File: config.mk
export PLATFORM = sky130hd
export DESIGN_NAME = sclk_rate_gen
export DESIGN_NICKNAME = d
export VERILOG_FILES = /design/src/rtl/sclk_div_pkg.sv /design/src/rtl/sclk_div_regs.sv /design/src/rtl/sclk_div_decode.sv /design/src/rtl/sclk_div_engine.sv /design/src/rtl/sclk_rate_gen.sv
export SDC_FILE = /design/constraint.sdc
export NUM_CORES = 1
export LEC_CHECK = 0
export ABC_CLOCK_PERIOD_IN_PS = 2500
export BUFFER_PORTS_ARGS = -buffer_cell sky130_fd_sc_hd__buf_2
export CORE_MARGIN = 2
export CORE_UTILIZATION = 45
export DETAILED_ROUTE_END_ITERATION = 6
export HOLD_SLACK_MARGIN = 0.05
export MAX_ROUTING_LAYER = met4
export PLACE_DENSITY = 0.66
export SYNTH_ARGS = -nofsm -noshare
export SYNTH_HDL_FRONTEND = slang
export SYNTH_HIERARCHICAL = 1
export SYNTH_SLANG_ARGS = --single-unit
File: constraint.sdc
create_clock -name clk -period 2.5 [get_ports clk]
set_input_delay 0.375 -clock clk [delete_from_list [all_inputs] [get_ports clk]]
set_output_delay 0.375 -clock clk [all_outputs]
set_load 0.02 [all_outputs]
File: src/rtl/sclk_div_pkg.sv
// Shared constants and the rate-code decode for the serial clock divider.
// Assumes an 8-bit register write port and a 4-bit rate code.
package sclk_div_pkg;
    localparam int REG_W     = 8;
    localparam int CODE_W    = 4;
    localparam int EXP_W     = 4;
    localparam int MAX_EXP   = 11;
    localparam int EN_BIT    = 4;
    localparam int HS_BIT    = 4;
    localparam logic [REG_W-1:0] CTRL_INIT = 8'hD1;
    localparam logic [REG_W-1:0] EXT_INIT  = 8'h00;

    // Map a rate code to log2 of the edge spacing; unused codes fall back to 0.
    function automatic logic [EXP_W-1:0] code_to_exp(input logic [CODE_W-1:0] code);
        logic [EXP_W-1:0] e;
        case (code)
            4'd0:    e = 4'd0;
            4'd1:    e = 4'd1;
            4'd2:    e = 4'd2;
            4'd3:    e = 4'd4;
            4'd4:    e = 4'd5;
            4'd5:    e = 4'd3;
            4'd6:    e = 4'd6;
            4'd7:    e = 4'd7;
            4'd8:    e = 4'd8;
            4'd9:    e = 4'd9;
            4'd10:   e = 4'd10;
            4'd11:   e = 4'd11;
            default: e = 4'd0;
        endcase
        return e;
    endfunction
endpackage

File: src/rtl/sclk_div_regs.sv
// Holds the control and extension registers of the divider.
// Assumes single-cycle writes sampled on the rising edge of clk.
module sclk_div_regs
    import sclk_div_pkg::*;
(
    input  logic             clk,
    input  logic             rst_n,
    input  logic             wr_en,
    input  logic             wr_sel,
    input  logic [REG_W-1:0] wr_data,
    output logic             run_en,
    output logic [1:0]       code_lo,
    output logic [1:0]       code_hi,
    output logic             hs_flag
);
    logic [REG_W-1:0] ctrl_q;
    logic [REG_W-1:0] ext_q;
    logic             unused_reg_bits;

    // Load whichever register the select picks; reset to the enabled defaults.
    always_ff @(posedge clk) begin
        if (!rst_n) begin
            ctrl_q <= CTRL_INIT;
            ext_q  <= EXT_INIT;
        end else if (wr_en) begin
            if (wr_sel) ext_q  <= wr_data;
            else        ctrl_q <= wr_data;
        end
    end

    assign run_en  = ctrl_q[EN_BIT];
    assign code_lo = ctrl_q[1:0];
    assign code_hi = ext_q[1:0];
    assign hs_flag = ext_q[HS_BIT];
    assign unused_reg_bits = ^{ctrl_q[REG_W-1:EN_BIT+1], ctrl_q[EN_BIT-1:2],
                               ext_q[REG_W-1:HS_BIT+1], ext_q[HS_BIT-1:2]};

    // a control write lands in the low code bits and enable one cycle later
    a_r3_ctrl_write: assert property (@(posedge clk) disable iff (!rst_n)
        (wr_en && !wr_sel) |=> (code_lo == $past(wr_data[1:0]) && run_en == $past(wr_data[EN_BIT])));

    // the high-speed flag follows an extension write one cycle later
    a_r8_hs_follows: assert property (@(posedge clk) disable iff (!rst_n)
        (wr_en && wr_sel) |=> (hs_flag == $past(wr_data[HS_BIT]) && code_hi == $past(wr_data[1:0])));
endmodule

File: src/rtl/sclk_div_decode.sv
// Joins the two code fields and turns the rate code into an exponent.
// Assumes the code fields come straight from registers.
module sclk_div_decode
    import sclk_div_pkg::*;
(
    input  logic [1:0]       code_lo,
    input  logic [1:0]       code_hi,
    output logic [EXP_W-1:0] exp_req
);
    logic [CODE_W-1:0] code;

    // Assemble the code and look up its exponent.
    always_comb begin
        code    = {code_hi, code_lo};
        exp_req = code_to_exp(code);
    end

    // the exponent never asks for more than the widest counter
    always_comb begin
        a_r2_exp_range: assert (exp_req <= EXP_W'(MAX_EXP));
    end
endmodule

File: src/rtl/sclk_div_engine.sv
// Counts base cycles between SCLK edges and toggles SCLK at each terminal count.
// Assumes exp_req never exceeds MAX_EXP; it samples a new exponent only at a
// falling edge or in the first enabled cycle, so no phase is ever shortened.
module sclk_div_engine #(
    parameter int MAX_EXP = 11,
    parameter int EXP_W   = 4,
    localparam int CNT_W  = (MAX_EXP > 0) ? MAX_EXP : 1
) (
    input  logic             clk,
    input  logic             rst_n,
    input  logic             en,
    input  logic [EXP_W-1:0] exp_req,
    output logic             sclk,
    output logic             rise_tick,
    output logic             fall_tick
);
    logic [EXP_W-1:0] exp_act;
    logic [EXP_W-1:0] exp_use;
    logic [CNT_W-1:0] cnt;
    logic [CNT_W-1:0] lim;
    logic             en_d;
    logic             first;
    logic             at_end;

    assign first   = en && !en_d;
    assign exp_use = first ? exp_req : exp_act;

    // Terminal count is 2^exp - 1: bit i is set when the exponent exceeds i.
    for (genvar i = 0; i < CNT_W; i++) begin : g_lim
        assign lim[i] = (exp_use > EXP_W'(i));
    end

    assign at_end = (cnt == lim);

    // Advance the edge counter, toggle SCLK at terminal count, latch a new rate at period end.
    always_ff @(posedge clk) begin
        if (!rst_n) begin
            cnt       <= '0;
            sclk      <= 1'b0;
            rise_tick <= 1'b0;
            fall_tick <= 1'b0;
            exp_act   <= '0;
            en_d      <= 1'b0;
        end else if (!en) begin
            cnt       <= '0;
            sclk      <= 1'b0;
            rise_tick <= 1'b0;
            fall_tick <= 1'b0;
            exp_act   <= exp_req;
            en_d      <= 1'b0;
        end else begin
            en_d      <= 1'b1;
            rise_tick <= 1'b0;
            fall_tick <= 1'b0;
            if (first) exp_act <= exp_req;
            if (at_end) begin
                cnt       <= '0;
                sclk      <= !sclk;
                rise_tick <= !sclk;
                fall_tick <= sclk;
                if (sclk) exp_act <= exp_req;
            end else begin
                cnt <= cnt + 1'b1;
            end
        end
    end

    // a disabled cycle leaves SCLK low with no markers
    a_r5_low_when_off: assert property (@(posedge clk) disable iff (!rst_n)
        !en |=> (!sclk && !rise_tick && !fall_tick));

    // markers never coincide
    a_r6_ticks_exclusive: assert property (@(posedge clk) disable iff (!rst_n)
        $onehot0({rise_tick, fall_tick}));

    // a rise marker coincides with SCLK turning high
    a_r6_rise_marks_edge: assert property (@(posedge clk) disable iff (!rst_n)
        rise_tick |-> (sclk && !$past(sclk)));

    // a fall marker coincides with SCLK turning low
    a_r6_fall_marks_edge: assert property (@(posedge clk) disable iff (!rst_n)
        fall_tick |-> (!sclk && $past(sclk)));

    // the active rate stays put through a high phase
    a_r7_hold_high: assert property (@(posedge clk) disable iff (!rst_n)
        (sclk && $past(sclk)) |-> $stable(exp_act));

    // the counter never runs past its terminal count
    a_r2_cnt_bound: assert property (@(posedge clk) disable iff (!rst_n)
        cnt <= lim);
endmodule

File: src/rtl/sclk_rate_gen.sv
// Top of the serial clock divider: register file, code decode and edge engine.
// Assumes clk is the base clock and all inputs are synchronous to it.
module sclk_rate_gen
    import sclk_div_pkg::*;
(
    input  logic             clk,
    input  logic             rst_n,
    input  logic             wr_en,
    input  logic             wr_sel,
    input  logic [REG_W-1:0] wr_data,
    output logic             sclk,
    output logic             sclk_rise,
    output logic             sclk_fall,
    output logic             hs_mode
);
    logic             run_en;
    logic [1:0]       code_lo;
    logic [1:0]       code_hi;
    logic [EXP_W-1:0] exp_req;

    sclk_div_regs u_regs (
        .clk     (clk),
        .rst_n   (rst_n),
        .wr_en   (wr_en),
        .wr_sel  (wr_sel),
        .wr_data (wr_data),
        .run_en  (run_en),
        .code_lo (code_lo),
        .code_hi (code_hi),
        .hs_flag (hs_mode)
    );

    sclk_div_decode u_decode (
        .code_lo (code_lo),
        .code_hi (code_hi),
        .exp_req (exp_req)
    );

    sclk_div_engine #(
        .MAX_EXP (MAX_EXP),
        .EXP_W   (EXP_W)
    ) u_engine (
        .clk       (clk),
        .rst_n     (rst_n),
        .en        (run_en),
        .exp_req   (exp_req),
        .sclk      (sclk),
        .rise_tick (sclk_rise),
        .fall_tick (sclk_fall)
    );
endmodule

# Word level (Yosys, flattened, before mapping)
# Memory sizes are Yosys's and may differ from the RTL's.
# Index checks and enable logic that the tools add are counted.
dict set report op_classes {
  n_addsub 1
  magnitude_cmp 11
  eq_ne 1
  mux 5
  n_bitwise 3
  n_reduce_logical 8
}
# op n
set op_table {}
lappend op_table {{4-bit by 3-bit > comparator with 1-bit output, second input constant} 4}
lappend op_table {{4-bit 2-to-1 mux} 4}
lappend op_table {{4-bit > comparator, second input constant} 3}
lappend op_table {{11-bit by 1-bit adder with 11-bit output, second input constant} 1}
lappend op_table {{11-bit == test} 1}
lappend op_table {{4-bit by 1-bit > comparator with 1-bit output, second input constant} 2}
lappend op_table {{4-bit by 2-bit > comparator with 1-bit output, second input constant} 2}
lappend op_table {{2-bit AND reduction} 3}
lappend op_table {{1-bit inverter} 3}
lappend op_table {{3-bit AND reduction} 1}
lappend op_table {{3-bit OR reduction} 1}
lappend op_table {{1-bit zero test} 2}
lappend op_table {{1-bit logical AND} 1}
lappend op_table {{1-bit 2-to-1 mux} 1}
dict set report totals {
  register_bits 29
  romBits 64
  in_bits 12
  output_inout_bits 4
  wordCells 38
  n_memories 1
}
# memory words word_bits rd rd_clocked_by_memory_dff wr line_no
set memory_table {}
lappend memory_table {{(no name shown)} 16 4 1 0 0 sclk_div_pkg.sv:16} ;# case (code)

# Depth between registers and ports, before layout
# Gate-level depths: netlist of the first run.
dict set report logic_depth {
  depth_word 7
  mapped_depth 9
}

# Hierarchy
# Netlist of the first run, hierarchy kept.
# mod n_inst cells_per_inst area_each_um2
set modules_own_cells {}
lappend modules_own_cells {sclk_div_engine 1 140 1169.9}
lappend modules_own_cells {sclk_div_regs 1 26 246.5}
lappend modules_own_cells {sclk_div_decode 1 9 60.1}

# Least setup slack after synthesis of the first run
# Ideal clock, no wire load.
dict set report synth_timing {
  path_kind {flip-flop to flip-flop}
  from {register u_regs.ext_q[0]}
  to {register u_engine.exp_act[0]}
  arrival_time_ps 2328
  t_required_ps 2378
  setup_slack_ps 50
  stages_incl_launch_ff 10
  synth_period_minus_slack_ps 2450
  path_cell_list {dfxtp_1 -> o21ai_1 -> a221oi_1 -> and4b_1 -> a31oi_1 -> a2111oi_0 -> nand3b_1 -> o211ai_1 -> o31a_1 -> mux2i_1}
}
dict set report synth_between {
  elab_chain_cells 6
  elab_cells_between_ends 17
  cone_classes {order compare: 11; eq/ne: 1; mux: 4; memory: 1}
}
# element line_no
set synth_rtl {}
lappend synth_rtl {{start: declaration} sclk_div_regs.sv:17} ;# logic [REG_W-1:0] ext_q;
lappend synth_rtl {{start signal: assignment} sclk_div_regs.sv:26} ;# if (wr_sel) ext_q <= wr_data;
lappend synth_rtl {{memory read 16 x 4 bit (*)} -}
lappend synth_rtl {{via exp_req[0]} sclk_rate_gen.sv:19} ;# logic [EXP_W-1:0] exp_req;
lappend synth_rtl {{4-bit 2-to-1 mux} {sclk_div_engine.sv:26, sclk_div_engine.sv:55}}
lappend synth_rtl {{4-bit by 1-bit > comparator with 1-bit output, or another cell as far along} sclk_div_engine.sv:30} ;# assign lim[i] = (exp_use > EXP_W'(i));
lappend synth_rtl {{11-bit == test} sclk_div_engine.sv:33} ;# assign at_end = (cnt == lim);
lappend synth_rtl {{4-bit 2-to-1 mux} sclk_div_engine.sv:56} ;# if (at_end) begin
lappend synth_rtl {{4-bit 2-to-1 mux (*)} sclk_div_engine.sv:44} ;# end else if (!en) begin
lappend synth_rtl {{end signal: assignment} sclk_div_engine.sv:49} ;# exp_act <= exp_req;
lappend synth_rtl {{end signal: assignment} sclk_div_engine.sv:55} ;# if (first) exp_act <= exp_req;
lappend synth_rtl {{end signal: assignment} sclk_div_engine.sv:61} ;# if (sclk) exp_act <= exp_req;
lappend synth_rtl {{end: declaration} sclk_div_engine.sv:17} ;# logic [EXP_W-1:0] exp_act;
# The timed path passes the listed nets; every way through them passes the cells marked *.
# A chain may end at the register's enable or synchronous reset.

# Worst setup path in the final report of the first run
dict set report layout_timing {
  from {register u_regs.ext_q[0]}
  to {register u_engine.exp_act[3]}
}
# Same word-level chain as after synthesis.

==> results of run 1 <==
==> worst max-delay path by stage <==
stage                            startpoint                        endpoint  slack (ps)  cells after the start
2_1_floorplan  u_regs/ext_q[0]$_SDFFE_PN0P_  u_engine/exp_act[0]$_SDFF_PN0_          50                      9
3_3_place_gp   u_regs/ext_q[0]$_SDFFE_PN0P_  u_engine/exp_act[2]$_SDFF_PN0_           2                      9
3_5_place_dp   u_regs/ext_q[1]$_SDFFE_PN0P_  u_engine/exp_act[3]$_SDFF_PN0_         -70                     10
4_1_cts        u_regs/ext_q[0]$_SDFFE_PN0P_  u_engine/exp_act[2]$_SDFF_PN0_          20                      9
5_1_grt        u_regs/ext_q[1]$_SDFFE_PN0P_  u_engine/exp_act[3]$_SDFF_PN0_        -170                     11
6_report       u_regs/ext_q[0]$_SDFFE_PN0P_  u_engine/exp_act[3]$_SDFF_PN0_         -20                      9
==> repair_timing <==
action | CTS | global route
endpoints found under the setup margin | 13 | 18
cloned | 0 | 1
pin swaps | 2 | 14
setup buffers | 1 | 4
gates resized for setup | 10 | 32
==> kinds of logic after synthesis <==
| logic type | count (synthesis) | synth area share |
|---|---|---|
| buffers and inverters | 11 | 0.03898 |
| adders and majority gates | 1 | 0.008473 |
| DFF | 25 | 0.3390 |
| and+or+nand+nor | 80 | 0.2856 |
| xor gates and xnor gates | 9 | 0.05339 |
| AOI/OAI and AO/OA | 33 | 0.1636 |
| muxes | 16 | 0.1110 |
==> flip-flops by register name (all words and copies together) (netlist names) <==
| signal | count |
|---|---|
| u_engine/en_d | 1 |
| u_engine/sclk | 1 |
| u_engine/rise_tick | 1 |
| u_regs/ext_q | 3 |
| u_engine/exp_act | 4 |
| u_engine/cnt | 11 |
| u_engine/fall_tick | 1 |
| u_regs/ctrl_q | 3 |
==> area by class of cell <==
type / instances / area share
clock inverter: 1 / 0.004608
sequential: 25 / 0.2699
multi-input combinational: 139 / 0.5635
timing repair buffer: 29 / 0.1073
inverter: 7 / 0.01382
tap: 44 / 0.02897
clock buffer: 3 / 0.01185
==> through the flow <==
step                      area [sq um]  worst slack, ps
final                             1901           -22.21
after global routing              1901           -172.4
after CTS                         1724            15.33
after detailed placement          1655           -73.49
after global placement            1655            2.268
after floorplan                   1476            49.76
==> worst register-to-register path, delay by kind of cell (launching register included) <==
kind                   cells  cell delay (ps)
buffers and inverters      2              270
multiplexers               2              240
AND/OR/NAND/NOR            2              290
flip-flops                 1              420
AO/OA/AOI/OAI              3             1190
==> cell usage in the layout, fill, tap and decap left out, types with 3 or more instances in the layout <==
cell,instances
dfxtp_1,21
nand3b_1,3
o21ai_0,3
nand4_1,5
mux2i_1,12
o211ai_1,4
nor2_2,4
nand3_1,10
xnor2_1,3
a31oi_2,3
buf_2,10
dfxtp_4,3
buf_6,3
a21oi_1,4
xor2_1,6
nand2_1,19
clkbuf_4,3
inv_1,7
mux2_2,3
and3_1,4
nor2_1,15
buf_4,16
==> power by group through the flow <==
| stage | logic, mW | registers (mW) | clock network (mW) |
|---|---|---|---|
| CTS | 0.276 | 0.460 | 0.215 |
| detailed placement | 0.267 | 0.468 | 0 |
| global placement | 0.262 | 0.466 | 0 |
| floorplan | 0.174 | 0.472 | 0 |
| global route | 0.376 | 0.470 | 0.226 |
| finish | 0.346 | 0.465 | 0.205 |
==> cell usage after synthesis (4+ instances only) <==
| cell | n |
|---|---|
| dfxtp_1 | 25 |
| nand2_1 | 20 |
| nor2_1 | 20 |
| mux2i_1 | 13 |
| nand3_1 | 10 |
| inv_1 | 7 |
| xor2_1 | 6 |
| and3_1 | 5 |
| nand4_1 | 5 |
| a21oi_1 | 4 |
| a31oi_1 | 4 |
| o211ai_1 | 4 |
==> layer usage <==
metal  global-route usage  share of wire  up-vias
met5                    -              0        -
met4              0.05280          0.012        0
met1               0.2909           0.47      671
met3              0.05252          0.049       11
met2               0.3146           0.47       42
li1                     -              -      703
==> results.md, run 1 <==
* Post-route DRC at 0
* Crit path largest cell delay at 550 ps
* RSZ-0062 raised after global routing: yes
* Worst Path Buf+Inv at 2
* Via density at 5.754
* Max-cap viol count at 0
* Ports at 16
* Inserted Clock Buffers at 3
* Top cell type's share of synthesized area at 0.3390
* Total Neg Setup Slack at -144.9 ps
* Switch Pwr at 361.7 uW
* Fin. max-slew vios at 0
* Min Tclk post-route at 2522 ps
* Clock root cell: clkbuf_4
* Most used DFF post-synth: dfxtp_1
* Clock share of power at 0.202
* Startpoint Class: flip-flop
* Proportion of layout cells with a drive suffix above 1 at 0.3431
* Final Core Density at 0.6175
* DR pass1 iterations at 4
* Sw frac at 0.3559
* Synth unique cells at 51
* Die area at 0.003755 sq mm
* Gp weighted congestion at 0.8799
* Nets at 218
* Initial antenna violation count at 0
* Critical path class: reg2reg
* Int Power at 654.5 uW
* Total routed wirelength at 3.606 mm
* Clock tree buffer depth at 2
* Seq/Total Area, Yosys at 0.3390
* Routed Antenna Nets at 0
* Multi-input logic area at 0.001071 sq mm
* Hold Crit Start: wr_data[0]
* Cts hold-fix bufs at 0
* Fillers at 270
* Synth Register Bits at 25
* # rows at 20
* Highest clock rate at 0.3965 GHz
* Comb power frac at 0.340
* Final setup skew at 6.017 ps
* H-tree depth at 1
* Post-synth EDFFs at 0
* Final worst slack at -22.21 ps
* Hold Vio Cnt, Final at 0
* Hold path depth at 3
* Crit path cell chain: buf_6 > and2b_2 > buf_4 > nor2_1 > mux2i_1 > o311ai_0 > o211ai_1 > o31a_1 > mux2i_1
* Warnings from Yosys at 6
* Clock Latency Late Sink at 340 ps
* Die boundary height at 61.28 um
* CP max FO at 7
* Routed len/inst at 14.54 um
* Overflow left after global routing at 0
* Die width at 61.28 um
* Fin crit share at 1.009
* Final Setup Violations at 13
* CP most frequent cell: mux2i_1
* Worst r2r path cells at 9
* Post-Syn Instances at 175
* Reg power frac at 0.458
* Req. time, crit path at 2740 ps
* Critical path's top delay family: compound AO/OA/AOI/OAI gates
* Hpwl dp at 2.506 mm
* Final non-filler cell total at 248
* Hold Crit Class: in2reg
* Hold slack at 277.1 ps
* Failing checks: setup timing
* Synthesized cell area at 0.001476 sq mm
* Antenna cell count at 0
* Area delta synth->final at 28.73%
* Hold endpoint: u_regs/ext_q[0]$_SDFFE_PN0P_
* Reg area at 513.0 sq um
* Slowest cell on crit path: o311ai_0
* Mapped Avg Cell Area at 8.437 sq um
* First-pass GRT wire length at 5.809 mm
* CP arrival at 2760 ps
* # placed instances at 239
* Crit. End Element: flip-flop
* Dominant cell type by area after synthesis: dfxtp_1
* Leakage power at 0.7702 nW
* Core ar. at 0.003078 sq mm
* GRT Util Overall at 0.2125
* CTS clk-pin slew, worst paths at 150 ps
* PortBufs at 10
* Reg-to-reg startpoint: u_regs/ext_q[0]$_SDFFE_PN0P_
* Overall Power at 1.016 mW
* Synth area leaders: dfxtp_1 34%, mux2i_1 8.8%, nand2_1 5.1%, nor2_1 5.1%, xor2_1 3.6%
* Largest net degree at the start of global routing at 19
* Initial core utilization at 0.4797
* PD cells at 534.7 mW/mm^2
* Clock Sinks at 25
* Via count of the first global-routing pass at 1284
* CTS tree: yes
* Async set-reset flop share out of synthesis at 0
* Peak supply drop at 0.0004396 V
* Slew @ Worst Pin at 626.6 ps
* Status: finished with violations
* Max_slew headroom at 0.5770
* Initial DRC Count at 53
* FF-to-FF setup slack at -20 ps
* FF-to-FF End: u_engine/exp_act[3]$_SDFF_PN0_
* Routed vias at 1427
* Syn nets at 188
(Power assumes the default switching activity.)
==> inputs of run 2 (changes only) <==
Settings changed: ABC_AREA from default to 1, BUFFER_PORTS_ARGS -buffer_cell sky130_fd_sc_hd__buf_2 to -buffer_cell sky130_fd_sc_hd__buf_4.
==> results.md, run 2 <==
* Critical path startpoint: u_regs/ctrl_q[4]$_SDFFE_PN1P_
* Startpoint Class: flip-flop
* Critical path class: reg2reg
* Post-synthesis simple-gate area fraction at 0.4921 (+0.2065)
* Die width at 61.79 um (+0.82%)
* Slowest cell on crit path: dfxtp_1
* CTS tree: yes
* Post-synth EDFFs at 0 (unchanged)
* Largest net degree at the start of global routing at 17 (-2)
* Adder-Cell Fraction of Synth Area at 0.008326 (-0.0001482)
* Crit path cell chain: nand2_8 > nand2_4 > nand2_4 > nor2_4 > nand2_1 > nand2_1 > nand2_1 > nor2_1 > nand2_1 > nor2_2 > nand3_1 > nand2_2 > nand2_1 > nand2_1 > nor2_1
* Final Core Density at 0.5278 (-0.08966)
* Async set-reset flop share out of synthesis at 0 (unchanged)
* Mapped Avg Cell Area at 6.477 sq um (-23%)
* Post-synthesis mux area share at 0 (-0.1110)
* Synth top cells by count: 68 x nand2_1, 31 x nor2_1, 29 x nand3_1
* Final Setup Violations at 0 (-13)
* Total placed instance area at 0.001607 sq mm (-2.9%)
* CTS clk-pin slew, worst paths at 150 ps (about the same)
* Antenna cell count at 0 (unchanged)
* Warnings from Yosys at 6 (unchanged)
* Core ar. at 0.003103 sq mm (+0.81%)
* Highest clock rate at 0.4748 GHz (+20%)
* Post-Syn Instances at 232 (+33%)
* Leakage power at 0.7821 nW (+1.5%)
* Commonest non-fill, non-tap cells in the layout: 68 x nand2_1, 31 x nor2_1, 29 x nand3_1
* Hpwl dp at 2.103 mm (-16%)
* Status: finished clean
* PD cells at 527.9 mW/mm^2 (-1.3%)
* Largest family of logic cells by synthesized area: simple AND/OR/NAND/NOR gates
* Ports at 16 (unchanged)
* Fin. max-slew vios at 0 (unchanged)
* Synth Area in Compound Gates at 0.02998 (-0.1336)
* RSZ-0062 raised after global routing: no
* Largest register FFs at 11 (unchanged)
* DR pass1 iterations at 4 (unchanged)
* Gp weighted congestion at 0.8584 (-2.4%)
* Crit. End Element: flip-flop
* CP most frequent cell: nand2_1
* Routed len/inst at 9.382 um (-35%)
* Slew @ Worst Pin at 539.9 ps (-86.67 ps)
* Max_slew headroom at 0.6396 (+0.06259)
* Post-cts resize count at 0 (-10)
* Synth Register Bits at 25 (unchanged)
* Die boundary height at 61.79 um (+0.82%)
* CP arrival at 2340 ps (-420 ps)
* Pre-CTS WS at 427.9 ps (+501.4 ps)
* Routed Antenna Nets at 0 (unchanged)
* Worst Path Buf+Inv at 0 (-2)
* Synth unique cells at 24 (-53%)
* Clock tree buffer depth at 2 (unchanged)
* Via count of the first global-routing pass at 1122 (-13%)
* Req. time, crit path at 2740 ps (about the same)
* Initial antenna violation count at 0 (unchanged)
* H-tree depth at 1 (unchanged)
* CP max FO at 11 (+4)
* Fin crit share at 0.8425 (-0.1664)
* Post-route cell area at 0.001638 sq mm (-14%)
* Hold Crit Start: wr_data[0]
* Inserted Clock Buffers at 3 (unchanged)
* Seq/Total Area, Yosys at 0.3331 (-0.005927)
* Critical path's top delay family: simple AND/OR/NAND/NOR gates
* Top cell type's share of synthesized area at 0.3331 (-0.005927)
* Routed vias at 1310 (-8.2%)
* Clock Latency Late Sink at 320 ps (-20 ps)
* Die area at 0.003817 sq mm (+1.7%)
* Proportion of layout cells with a drive suffix above 1 at 0.1639 (-0.1792)
* Post-CTS Setup Inserts at 0 (-1)
* XOR/XNOR share of the synthesized area at 0.03497 (-0.01842)
* Reg-to-reg startpoint: u_regs/ctrl_q[4]$_SDFFE_PN1P_
* Crit path largest cell delay at 690 ps (+140 ps)
* Final worst slack at 393.8 ps (+416.0 ps)
* Hold Vio Cnt, Final at 0 (unchanged)
* Post-route DRC at 0 (unchanged)
* Hold Crit Class: in2reg
* GRT Util Overall at 0.1743 (-0.03817)
* Nets at 258 (+18%)
* Final setup skew at 5.545 ps (-0.4723 ps)
* Peak supply drop at 0.0003788 V (-14%)
* Initial DRC Count at 60 (+13%)
* Via density at 4.549 (-21%)
* Clock root cell: clkbuf_4
* Total routed wirelength at 2.702 mm (-25%)
* Clock Sinks at 25 (unchanged)
* Cts hold-fix bufs at 0 (unchanged)
* Total Neg Setup Slack at 0 ps (+144.9 ps)
* PortBufs at 10 (unchanged)
* Syn nets at 245 (+30%)
* Max-cap viol count at 0 (unchanged)
* Dominant cell type by area after synthesis: dfxtp_1
* Commonest non-fill, non-tap cell in the layout: nand2_1
* Synthesized cell area at 0.001503 sq mm (+1.8%)
* Count leader, synth: nand2_1
* First-pass GRT wire length at 4.864 mm (-16%)
* Largest registers: u_engine/cnt x11, u_engine/exp_act x4
* Initial core utilization at 0.4843 (+0.004599)
* Area delta synth->final at 8.992%
* Synth area leaders: dfxtp_1 33%, nand2_1 17%, nand3_1 9.7%, nor2_1 7.7%, inv_1 6.7%
* # rows at 20 (unchanged)
* Most used DFF post-synth: dfxtp_1
* Largest Register: u_engine/cnt
* Min Tclk post-route at 2106 ps (-416.0 ps)
* Overflow left after global routing at 0 (unchanged)
==> run 2: cell count changes after synthesis, moves of 11 or more <==
cell	before	now
inv_1	7	27
nand2_1	20	68
nand2_2	0	11
nand3_1	10	29
mux2i_1	13	0
nor2_1	20	31
==> run 2: logic make-up (layout without fill, tap and decap cells) <==
logic type / after synthesis / in the layout
AND/OR/NAND/NOR: 157 / 157
buffers and inverters: 34 / 46
flip-flops: 25 / 25
AO/OA/AOI/OAI: 9 / 9
XOR/XNOR: 6 / 6
adder cells (fa/ha/maj): 1 / 1
==> run 2: cell type report <==
cell class / count / area, sq um
tap: 44 / 55.05
timing repair buffer: 11 / 82.58
multi-input combinational: 173 / 849.6
sequential: 25 / 500.5
inverter: 31 / 118.9
clock inverter: 1 / 8.758
fill: 357 / 1465
clock buffer: 3 / 22.52
==> run 2: path summary, 6_finish.rpt <==
kind	end	slack, ps	cells past startpoint
max	u_engine/exp_act[1]$_SDFF_PN0_	390	15
max reg2reg	u_engine/exp_act[1]$_SDFF_PN0_	390	15
min reg2reg	u_engine/cnt[0]$_SDFF_PP0_	480	1
min	u_regs/ext_q[0]$_SDFFE_PN0P_	290	3
==> run 2: routing by layer <==
metal / track usage / routed length, um
met4: 0.02736 / 19
met2: 0.2526 / 1096
met1: 0.2497 / 1488
met3: 0.04348 / 98
met5: - / 0
==> run 2: power by group <==
group	internal [mW]	switching [mW]	leakage (nW)
clock network	0.0652	0.130	0.0183
logic	0.0840	0.146	0.559
registers	0.418	0.0206	0.204
total	0.567	0.297	0.782
==> run 2: per-stage QoR <==
stage,power [mW],instances,hold slack (ps)
2_1_floorplan,0.6343,232,429.9
6_report,0.8647,288,289.6
3_3_place_gp,0.6761,284,449.2
5_1_grt,0.9317,288,285.5
3_5_place_dp,0.6781,284,459.7
4_1_cts,0.8839,288,268.4
==> run 2: tightest hold or removal path, stage by stage <==
cell     delay [ps]
buf_4            80
o21ai_1          60
nor2_1           70
